## config.mk

```make
export PLATFORM = sky130hd
export DESIGN_NAME = sdram_refresh_sched
export DESIGN_NICKNAME = d
export VERILOG_FILES = /design/src/rtl/sref_pkg.sv /design/src/rtl/sref_interval_timer.sv /design/src/rtl/sref_gap_timer.sv /design/src/rtl/sref_debt_counter.sv /design/src/rtl/sdram_refresh_sched.sv
export SDC_FILE = /design/constraint.sdc
export NUM_CORES = 1
export LEC_CHECK = 0
export BUFFER_PORTS_ARGS = -buffer_cell sky130_fd_sc_hd__buf_2
export CORE_MARGIN = 1
export CORE_UTILIZATION = 51
export CTS_CLUSTER_SIZE = 8
export DETAILED_ROUTE_END_ITERATION = 12
export HOLD_SLACK_MARGIN = 0.03
export PLACE_DENSITY = 0.73
export SYNTH_ARGS = -nofsm -noshare
export SYNTH_HDL_FRONTEND = slang
export SYNTH_SLANG_ARGS = --single-unit
```

## constraint.sdc

```tcl
create_clock -name clk -period 2.97 [get_ports clk]
set_input_delay 0.891 -clock clk [delete_from_list [all_inputs] [get_ports clk]]
set_output_delay 0.891 -clock clk [all_outputs]
set_load 0.005 [all_outputs]
```

## src/rtl/sref_pkg.sv

```systemverilog
`timescale 1ns/1ps
// Package for the refresh scheduler.
// Holds the rounding-up conversion from picoseconds to clock cycles.
// Assumes that both arguments are positive.
package sref_pkg;
    // Divides a by b and rounds the result up.
    function automatic int ceil_div(longint a, longint b);
        return int'((a + b - 1) / b);
    endfunction
endpackage

```

## src/rtl/sref_interval_timer.sv

```systemverilog
`timescale 1ns/1ps
// Free-running interval timer.
// Produces a one-cycle tick once every TICK_CYC clock cycles.
// The first tick appears TICK_CYC-1 edges after reset, so the state it drives
// changes on edge TICK_CYC. Assumes TICK_CYC >= 2.
module sref_interval_timer #(
    parameter int TICK_CYC = 3900
) (
    input  logic clk,
    input  logic rst_n,
    output logic tick_o
);
    localparam int W = (TICK_CYC > 1) ? $clog2(TICK_CYC) : 1;
    localparam logic [W-1:0] RELOAD = W'(TICK_CYC - 1);

    logic [W-1:0] cnt;

    // Count down to zero, then reload.
    always_ff @(posedge clk) begin
        if (!rst_n)         cnt <= RELOAD;
        else if (cnt == '0) cnt <= RELOAD;
        else                cnt <= cnt - 1'b1;
    end

    assign tick_o = (cnt == '0);
endmodule

```

## src/rtl/sref_gap_timer.sv

```systemverilog
`timescale 1ns/1ps
// Spacing timer for the minimum refresh cycle time.
// A start pulse blocks ok_o for the next GAP_CYC-1 cycles.
// After reset the timer is already expired. Assumes GAP_CYC >= 1.
module sref_gap_timer #(
    parameter int GAP_CYC = 20
) (
    input  logic clk,
    input  logic rst_n,
    input  logic start_i,
    output logic ok_o
);
    localparam int W = (GAP_CYC > 1) ? $clog2(GAP_CYC) : 1;
    localparam logic [W-1:0] LOAD = W'(GAP_CYC - 1);

    logic [W-1:0] cnt;

    // Load on start, otherwise run down to zero and stay there.
    always_ff @(posedge clk) begin
        if (!rst_n)          cnt <= '0;
        else if (start_i)    cnt <= LOAD;
        else if (cnt != '0)  cnt <= cnt - 1'b1;
    end

    assign ok_o = (cnt == '0);
endmodule

```

## src/rtl/sref_debt_counter.sv

```systemverilog
`timescale 1ns/1ps
// Counter of owed refreshes.
// Counts up on inc_i and down on dec_i, saturating at DEBT_MAX and at zero.
// When both inputs are high in the same cycle, the count is unchanged.
module sref_debt_counter #(
    parameter int DEBT_MAX = 8,
    parameter int CW       = $clog2(DEBT_MAX + 1)
) (
    input  logic          clk,
    input  logic          rst_n,
    input  logic          inc_i,
    input  logic          dec_i,
    output logic [CW-1:0] owed_o
);
    localparam logic [CW-1:0] MAXV = CW'(DEBT_MAX);

    // Apply one tick and/or one accepted grant per cycle.
    always_ff @(posedge clk) begin
        if (!rst_n) begin
            owed_o <= '0;
        end else begin
            unique case ({inc_i, dec_i})
                2'b10:   if (owed_o != MAXV) owed_o <= owed_o + 1'b1;
                2'b01:   if (owed_o != '0)   owed_o <= owed_o - 1'b1;
                default: owed_o <= owed_o;
            endcase
        end
    end
endmodule

```

## src/rtl/sdram_refresh_sched.sv

```systemverilog
`timescale 1ns/1ps
// Postponable refresh scheduler (top level).
// Tracks the number of owed AUTO REFRESH commands and requests them from the
// command arbiter. Below DEFER_LIM the busy hint can defer them; at or above
// DEFER_LIM the request ignores busy. Grants and self-refresh exits are spaced
// by GAP_CYC cycles.
// Assumes the arbiter issues the command on the edge where ref_req_o and
// grant_i are both high, and that sr_exit_i is a one-cycle pulse.
module sdram_refresh_sched #(
    parameter int CLK_PS    = 4000,
    parameter int REFI_PS   = 15_600_000,
    parameter int TRFC_PS   = 80_000,
    parameter int DEBT_MAX  = 8,
    parameter int DEFER_LIM = 6,
    parameter int CW        = $clog2(DEBT_MAX + 1)
) (
    input  logic          clk,
    input  logic          rst_n,
    input  logic          busy_i,
    input  logic          grant_i,
    input  logic          sr_exit_i,
    output logic          ref_req_o,
    output logic          ref_urgent_o,
    output logic [CW-1:0] owed_o
);
    import sref_pkg::*;

    localparam int TICK_CYC = ceil_div(longint'(REFI_PS), longint'(CLK_PS));
    localparam int GAP_CYC  = ceil_div(longint'(TRFC_PS), longint'(CLK_PS));
    localparam logic [CW-1:0] LIMV = CW'(DEFER_LIM);
    localparam logic [CW-1:0] MAXV = CW'(DEBT_MAX);

    logic tick_w;
    logic gap_ok;
    logic accept;

    sref_interval_timer #(.TICK_CYC(TICK_CYC)) u_tick (
        .clk    (clk),
        .rst_n  (rst_n),
        .tick_o (tick_w)
    );

    sref_gap_timer #(.GAP_CYC(GAP_CYC)) u_gap (
        .clk     (clk),
        .rst_n   (rst_n),
        .start_i (accept | sr_exit_i),
        .ok_o    (gap_ok)
    );

    sref_debt_counter #(.DEBT_MAX(DEBT_MAX), .CW(CW)) u_debt (
        .clk    (clk),
        .rst_n  (rst_n),
        .inc_i  (tick_w),
        .dec_i  (accept),
        .owed_o (owed_o)
    );

    // Request when something is owed, spacing allows it, and busy does not defer it.
    always_comb begin
        ref_req_o = gap_ok && (owed_o != '0) && (!busy_i || owed_o >= LIMV);
    end

    assign accept       = ref_req_o & grant_i;
    assign ref_urgent_o = (owed_o == MAXV);
endmodule

```

* After elaboration in Yosys (flattened, before gate mapping)
Index checks and enable logic that the tools add are counted.
Storage, ports and cells: word-level logic and storage cells 36, register bits 21, output and inout port bits 6
Cells by class: bitwise logic cells 3, $add $sub $neg 4, multiplexer cells 5, equality and inequality tests 6, order comparisons 1, reductions and logical operators 13
Operators with widths (number):
- 12-bit logical NOT | 1
- 12-bit by 1-bit subtractor with 12-bit output, second input constant | 1
- 5-bit 2-to-1 mux | 2
- 4-bit 2-to-1 mux | 2
- 4-bit case mux with 2 select lines | 1
- 5-bit logical NOT | 1
- 5-bit nonzero test | 1
- 5-bit by 1-bit subtractor with 5-bit output, second input constant | 1
- 4-bit by 1-bit adder with 4-bit output, second input constant | 1
- 4-bit equality test, second input constant | 1
- 4-bit by 3-bit >= comparator with 1-bit output, second input constant | 1
- 4-bit != test, second input constant | 1
- 2-bit nonzero test | 2
- 4-bit nonzero test | 1
- 2-bit OR reduction | 2
- 4-bit by 1-bit subtractor with 4-bit output, second input constant | 1
- 3-bit AND reduction | 1
- 2-bit by 1-bit equality test with 1-bit output, second input constant | 1
- 2-bit equality test, second input constant | 1
- 1-bit logical AND | 2
- 2-bit by 1-bit != test with 1-bit output, second input constant | 1
- 2-bit != test, second input constant | 1
- 1-bit bitwise AND | 1
- 1-bit logical NOT | 1
- 3 further kinds | 3

* Logic depth before layout (Yosys ltp)
Gate-level depths: netlist (run 1).
depth after elaboration 7, depth in mapped cells 12, depth with buffers taken out 11

* Hierarchy
Synthesis (run 1) repeated with hierarchy kept, for this count alone.
Unflattened totals: cells, all modules 140, area total of the unflattened synthesis 1226.2 um2
Modules (own cells, without submodules):
- sref_interval_timer | area an instance 634.4 um2, times used 1, cells each 71
- sref_debt_counter | area an instance 275.3 um2, times used 1, cells each 32
- sref_gap_timer | area an instance 229.0 um2, times used 1, cells each 24
- sdram_refresh_sched | area an instance 87.6 um2, times used 1, cells each 13

* Worst setup path before layout (run 1)
OpenSTA, ideal clock, no wires.
path type register to register, start reg u_gap.cnt[0], end reg u_debt.owed_o[3], stages on the path, launching flop included 13, required time 2.906 ns, library setup time 0.064 ns, clock period less this slack 2.835 ns, data arrival time 2.771 ns, slack 0.135 ns, cells stage by stage dfxtp_1 -> inv_1 -> ha_1 -> or4b_1 -> clkbuf_1 -> a211oi_1 -> nand3_1 -> inv_1 -> ha_1 -> a21o_1 -> a21o_1 -> a311o_1 -> nand4_1
On the way: cells in the longest elaborated chain, start to end 7, elaborated cells between the ends (all ways) 11, those cells by class eq/ne: 4; mux: 1; bitwise: 1; reduce/logical: 5
Ends and longest elaborated chain:
- from (decl) | line sref_gap_timer.sv:16 | logic [W-1:0] cnt;
- from (signal assigned) | line sref_gap_timer.sv:22 | else if (cnt != '0) cnt <= cnt - 1'b1;
- 5-bit logical NOT * | line sref_gap_timer.sv:25 | assign ok_o = (cnt == '0);
- 1-bit logical AND * (2 in series) | line sdram_refresh_sched.sv:60 | ref_req_o = gap_ok && (owed_o != '0) && (!busy_i || owed_o >= LIMV);
- net ref_req_o | line sdram_refresh_sched.sv:22 | output logic ref_req_o,
- 1-bit bitwise AND * | line sdram_refresh_sched.sv:63 | assign accept = ref_req_o & grant_i;
- 2-bit equality test or 2-bit by 1-bit equality test with 1-bit output (tied branches) | line sref_debt_counter.sv:22 | unique case ({inc_i, dec_i})
- 2-bit by 1-bit != test with 1-bit output (no source line), or another cell as far along
- 3-bit AND reduction (no source line)
- to (signal assigned) | line sref_debt_counter.sv:23 | 2'b10: if (owed_o != MAXV) owed_o <= owed_o + 1'b1;
- to (signal assigned) | line sref_debt_counter.sv:24 | 2'b01: if (owed_o != '0) owed_o <= owed_o - 1'b1;
- to (signal assigned) | line sref_debt_counter.sv:25 | default: owed_o <= owed_o;
- to (decl) | line sref_debt_counter.sv:13 | output logic [CW-1:0] owed_o
The timed path passes the listed nets; every way through them passes the cells marked *. A chain may end at the register's enable or synchronous reset.

* Worst setup path after layout (run 1)
start reg u_gap.cnt[0], end out ref_req_o
On the way: cells in the longest elaborated chain, start to end 3
Ends and longest elaborated chain (line):
- 5-bit logical NOT | sref_gap_timer.sv:25
- 1-bit logical AND (2 in series) | sdram_refresh_sched.sv:60
- to (decl) | sdram_refresh_sched.sv:22
Every way passes these cells.

==> impl_metrics.toml, run 1 <==
[sta]
slew_headroom = 0.664
setup-violations-final = 0
skew_ns = 0.00960
period_share = 0.948
rsz0062_at_grt = "no"
whs_ns = 0.410
fin_tns_setup_ns = 0
hold_viol = 0
finalCriticalPeriod_ns = 2.82
timing.final.ws_setup_ns = 0.153
timing.fmax_mhz = 355
drv_slew = 0
tightest_slew_ns = 0.500

[cells_and_area]
layout-drive-gt1-share = 0.161
fin_area_mm2 = 0.00128
antenna_cells = 0
multi_input_area_um2 = 691
final_cells = 170
fin_util = 0.620
nNetsFinal = 156
seq_area_um2 = 420
fillCellCount = 177
area_growth_pct = 8.97

[cts]
cts_setup_buffers = 0
cts_repair_resize_count = 0
insertion_delay_ns = 0.30
max-clock-path-buffers = 2
clkTransAtPathRegs_ns = 0.12
cts_hold_buf = 0
ctsHtreeMaxLevel = 1
cts_tree = "done"
cts-root-buf = "clkbuf_4"
cts_buffers = 3
clock_sinks = 21

[route]
drtPass1Iterations = 4
wl_met2_mm = 1.05
vias_per_cell = 5.20
drt_wl_total_mm = 2.08
met3_length_um = 58
drt_iter0_drc = 22
ant_nets = 0
wl_met1_um = 975
vias = 884
avgRoutedWirePerCell_um = 12.3
drc = 0
highest_layer = "met3"

[critical_path]
critPathBufInv = 3
path_delay_family = "simple AND/OR/NAND/NOR gates"
crit_path_top_delay_cell = "or4b_1"
slowest_delay_ns = 0.49
cp.required_ns = 2.08
path_class = "register to output port"
crit_chain = "inv_1, ha_1, or4b_1, a211oi_2, buf_4, buf_2"
endpoint_kind = "output port"
cp-start-kind = "register"
cp.arrival_ns = 1.93
path_max_fanout = 3

[global_routing]
grt_overflow = 0
grt_use_total = 0.186
antenna_found_initial = 0
grt_pass1_vias = 851
grt_start_max_net_pins = 15
grt_pass1_wl_mm = 3.50

[synth]
yosys_warnings = 0
async_reset_ff_frac = 0
synth.ff_latch_count = 21
yosysMostFrequentCell = "dfxtp_1"
syn_area_per_cell_um2 = 8.88
ys_seq_area_frac = 0.359
synth-edff-count = 0
synth_top_area_cell = "dfxtp_1"
syn_area_mm2 = 0.00117
synth.top_cell.area_share = 0.359
synth_flop_cell = "dfxtp_1"
synth.area.top_cells = "dfxtp_1, xnor2_1, ha_1"
synth_common_cells = "dfxtp_1, nand2_1, xnor2_1"
syn-instance-count = 132
synthDistinctLibCells = 40
syn_nets = 144

[floorplanning]
start_util = 0.569
die_h_um = 49.9
die_w_um = 49.9
die-area_mm2 = 0.00249
row_count = 16
core_region_area_mm2 = 0.00206
io_pins = 11

[outcome]
outcome = "finished clean"

[job]
timing.max_cap.violations = 0

[placed_design]
dp_cells = 166
io_buffers = 10
hpwl_mm = 1.63
preCtsSetupSlack_ns = 0.183
gp_congestion = 0.799
placed_cell_area_mm2 = 0.00125

[power]
powerDensity_mw_per_mm2 = 394
p_total_mw = 0.504
worst_ir_drop_vdd_mv = 0.425
p_leak_nw = 0.531

[hold_path]
hold_path.class = "register to register"
## sequential cells by signal, indices dropped and copies added (netlist names)
register	cells
u_debt.owed_o	4
u_gap.cnt	5
u_tick.cnt	12
## path summary, 6_finish.rpt
check	startpoint	end	slack, ns	cells after the start
worst max-delay path	u_gap.cnt[0]	ref_req_o	0.15	6
worst min-delay path	u_tick.cnt[0]	u_tick.cnt[0]	0.41	1
worst max register to register	u_tick.cnt[8]	u_debt.owed_o[3]	0.15	9
worst min register to register	u_tick.cnt[0]	u_tick.cnt[0]	0.41	1
## worst reg2reg max path, stage by stage, from the launching register on
cell and delay, ns:
dfxtp_1 0.35, or4_1 0.60, or4_4 0.56, nand3_1 0.15
inv_1 0.08, ha_1 0.27, a21o_1 0.19, a21o_1 0.18
a311o_1 0.31, nand4_1 0.08
## power breakdown
part	switching, mW	total (mW)	internal [mW]
Sequential	0.00870	0.302	0.293
Combinational	0.0346	0.0656	0.0310
Clock	0.0843	0.137	0.0523
## metal layers
| layer | vias to the layer above | track usage |
|---|---|---|
| li1 | 470 | - |
| met1 | 402 | 0.220 |
| met2 | 12 | 0.333 |
| met3 | 0 | 0.0556 |
| met4 | 0 | 0.0286 |
| met5 | - | 0 |
## cells by family after synthesis
kind of cell,Yosys count,share of synthesized area
simple gates,58,0.269
flops,21,0.359
buf+inv,15,0.0566
xor+xnor,14,0.105
compound gates,12,0.0768
fa+ha+maj,7,0.0811
mux,5,0.0534
## placed cells by master, fill, tap and decap left out, types with 2 or more instances in the layout
master	netlist	routed
a21o_1	2	2
a21oi_1	2	2
buf_2	2	10
buf_4	0	3
clkbuf_4	0	3
dfxtp_1	21	21
ha_1	6	6
inv_1	9	9
mux2i_1	4	4
nand2_1	19	19
nand2b_1	3	3
nand4_1	2	2
nor2_1	9	9
nor2b_1	2	2
nor3_1	2	2
nor4_1	6	6
or2_2	2	2
or3_1	2	2
or4_1	2	2
xnor2_1	13	13
## layout make-up
class | instances | share of cell area
repair buffers | 13 | 0.0568
clock buffers | 4 | 0.0206
well taps | 27 | 0.0264
flip-flops and latches | 21 | 0.329
multi-input cells | 96 | 0.541
inverters | 9 | 0.0264
Power figures use the tool's default switching activity.
==> run 2, diff against run 1 <==
CTS_BUF_LIST = sky130_fd_sc_hd__clkbuf_16   (was unset)
==> run 2 against run 1 <==
Effect of this change:
- routed wire length rose by 2.6%
- worst setup slack got worse by 0.011 ns
- via count rose by 1.8%
- die area did not move
- hold slack got worse by 0.014 ns
- power rose by 29%
- critical path depth did not move
- critical endpoint unchanged
==> impl_metrics.toml, run 2 (synthesis gave the netlist of run 1 again) <==
[placed_design]
hpwl_mm = 1.63
gp_congestion = 0.799
io_buffers = 10
preCtsSetupSlack_ns = 0.183

[route]
vias_per_cell = 5.29
drc = 0
vias = 900
avgRoutedWirePerCell_um = 12.6
drtPass1Iterations = 4
drt_iter0_drc = 19
ant_nets = 0
drt_wl_total_mm = 2.14

[cts]
insertion_delay_ns = 0.25
cts_repair_resize_count = 0
clkTransAtPathRegs_ns = 0.06
cts_buffers = 3
cts_tree = "done"
max-clock-path-buffers = 2
cts_hold_buf = 0
ctsHtreeMaxLevel = 1
clock_sinks = 21
cts-root-buf = "clkbuf_16"
cts_setup_buffers = 0

[critical_path]
regToRegStartpoint = "u_tick.cnt[8]"
r2r_setup_slack_ns = 0.16
path_max_fanout = 3
cp-start-kind = "register"
path_class = "register to output port"
endpoint_kind = "output port"
cp.required_ns = 2.08
cp.arrival_ns = 1.94
crit_start = "u_gap.cnt[0]"

[floorplanning]
io_pins = 11
die_h_um = 49.9
die_w_um = 49.9
start_util = 0.569
die-area_mm2 = 0.00249
core_region_area_mm2 = 0.00206
row_count = 16

[sta]
rsz0062_at_grt = "no"
timing.fmax_mhz = 354
drv_slew = 0
finalCriticalPeriod_ns = 2.83
skew_ns = 0.00175
setup-violations-final = 0
hold_viol = 0
tightest_slew_ns = 0.496
timing.final.ws_setup_ns = 0.142
fin_tns_setup_ns = 0
slew_headroom = 0.667
period_share = 0.952

[cells_and_area]
final_common_cell = "dfxtp_1"
layout-drive-gt1-share = 0.154
regMostFlops = "u_tick.cnt"
nNetsFinal = 156
largest_reg_flops = 12
antenna_cells = 0
final_cell_mix = "dfxtp_1, nand2_1, xnor2_1, inv_1, buf_2"
reg_top3 = "u_tick.cnt x12, u_gap.cnt x5, u_debt.owed_o x4"
area_growth_pct = 13.0

[global_routing]
grt_overflow = 0
grt_pass1_vias = 853
antenna_found_initial = 0
grt_pass1_wl_mm = 3.55
grt_use_total = 0.189
grt_start_max_net_pins = 15

[outcome]
outcome = "finished clean"

[job]
timing.max_cap.violations = 0

[power]
powerDensity_mw_per_mm2 = 489
p_total_mw = 0.648
worst_ir_drop_vdd_mv = 0.518
p_leak_nw = 0.558

[hold_path]
worstHoldStart = "u_tick.cnt[0]"
hold_path.class = "register to register"
==> run 2: changes by cell type in the layout (fill, tap and decap cells not counted), sizes merged <==
cell | before | now
clkbuf | 4 | 3
inv | 9 | 10
==> run 2: per-stage QoR <==
stage,utilization,cells,hold slack (ns),instance area [um2]
after floorplan,-,132,0.366,1170
after detailed placement,0.604,166,0.384,1250
final,0.643,170,0.396,1330
after CTS,0.643,170,0.400,1330
after global routing,0.643,170,0.413,1330
after global placement,0.604,166,0.380,1250
==> run 2: layout make-up <==
cell class | instances | area (um2)
tap | 27 | 33.8
sequential | 21 | 420
clock inverter | 1 | 3.75
fill | 168 | 737
timing repair buffer | 13 | 72.6
multi-input combinational | 96 | 686
clock buffer | 3 | 75.1
inverter | 9 | 33.8
==> run 2: path summary, 6_finish.rpt <==
kind / end / cells past startpoint
min: u_tick.cnt[0] / 1
max: ref_req_o / 6
max reg2reg: u_debt.owed_o[3] / 9
min reg2reg: u_tick.cnt[0] / 1
==> run 2: per-layer routing <==
metal,vias to the layer above,global-route usage,part of all wire
met5,-,0,0
met4,0,0.0286,0
met3,0,0.0494,0.033
met2,14,0.351,0.51
met1,415,0.217,0.45
li1,471,-,-
==> run 2: report_power, final <==
| part | leakage (nW) | switching [mW] | internal, mW |
|---|---|---|---|
| logic | 0.344 | 0.0346 | 0.0309 |
| registers | 0.171 | 0.00875 | 0.293 |
| clock network | 0.0423 | 0.102 | 0.179 |
==> run 2: worst max-delay path, cell delays in order, from the launching register on <==
cell	delay, ns
dfxtp_1	0.31
inv_1	0.10
ha_1	0.18
or4b_1	0.47
a211oi_1	0.33
buf_4	0.19
buf_2	0.10
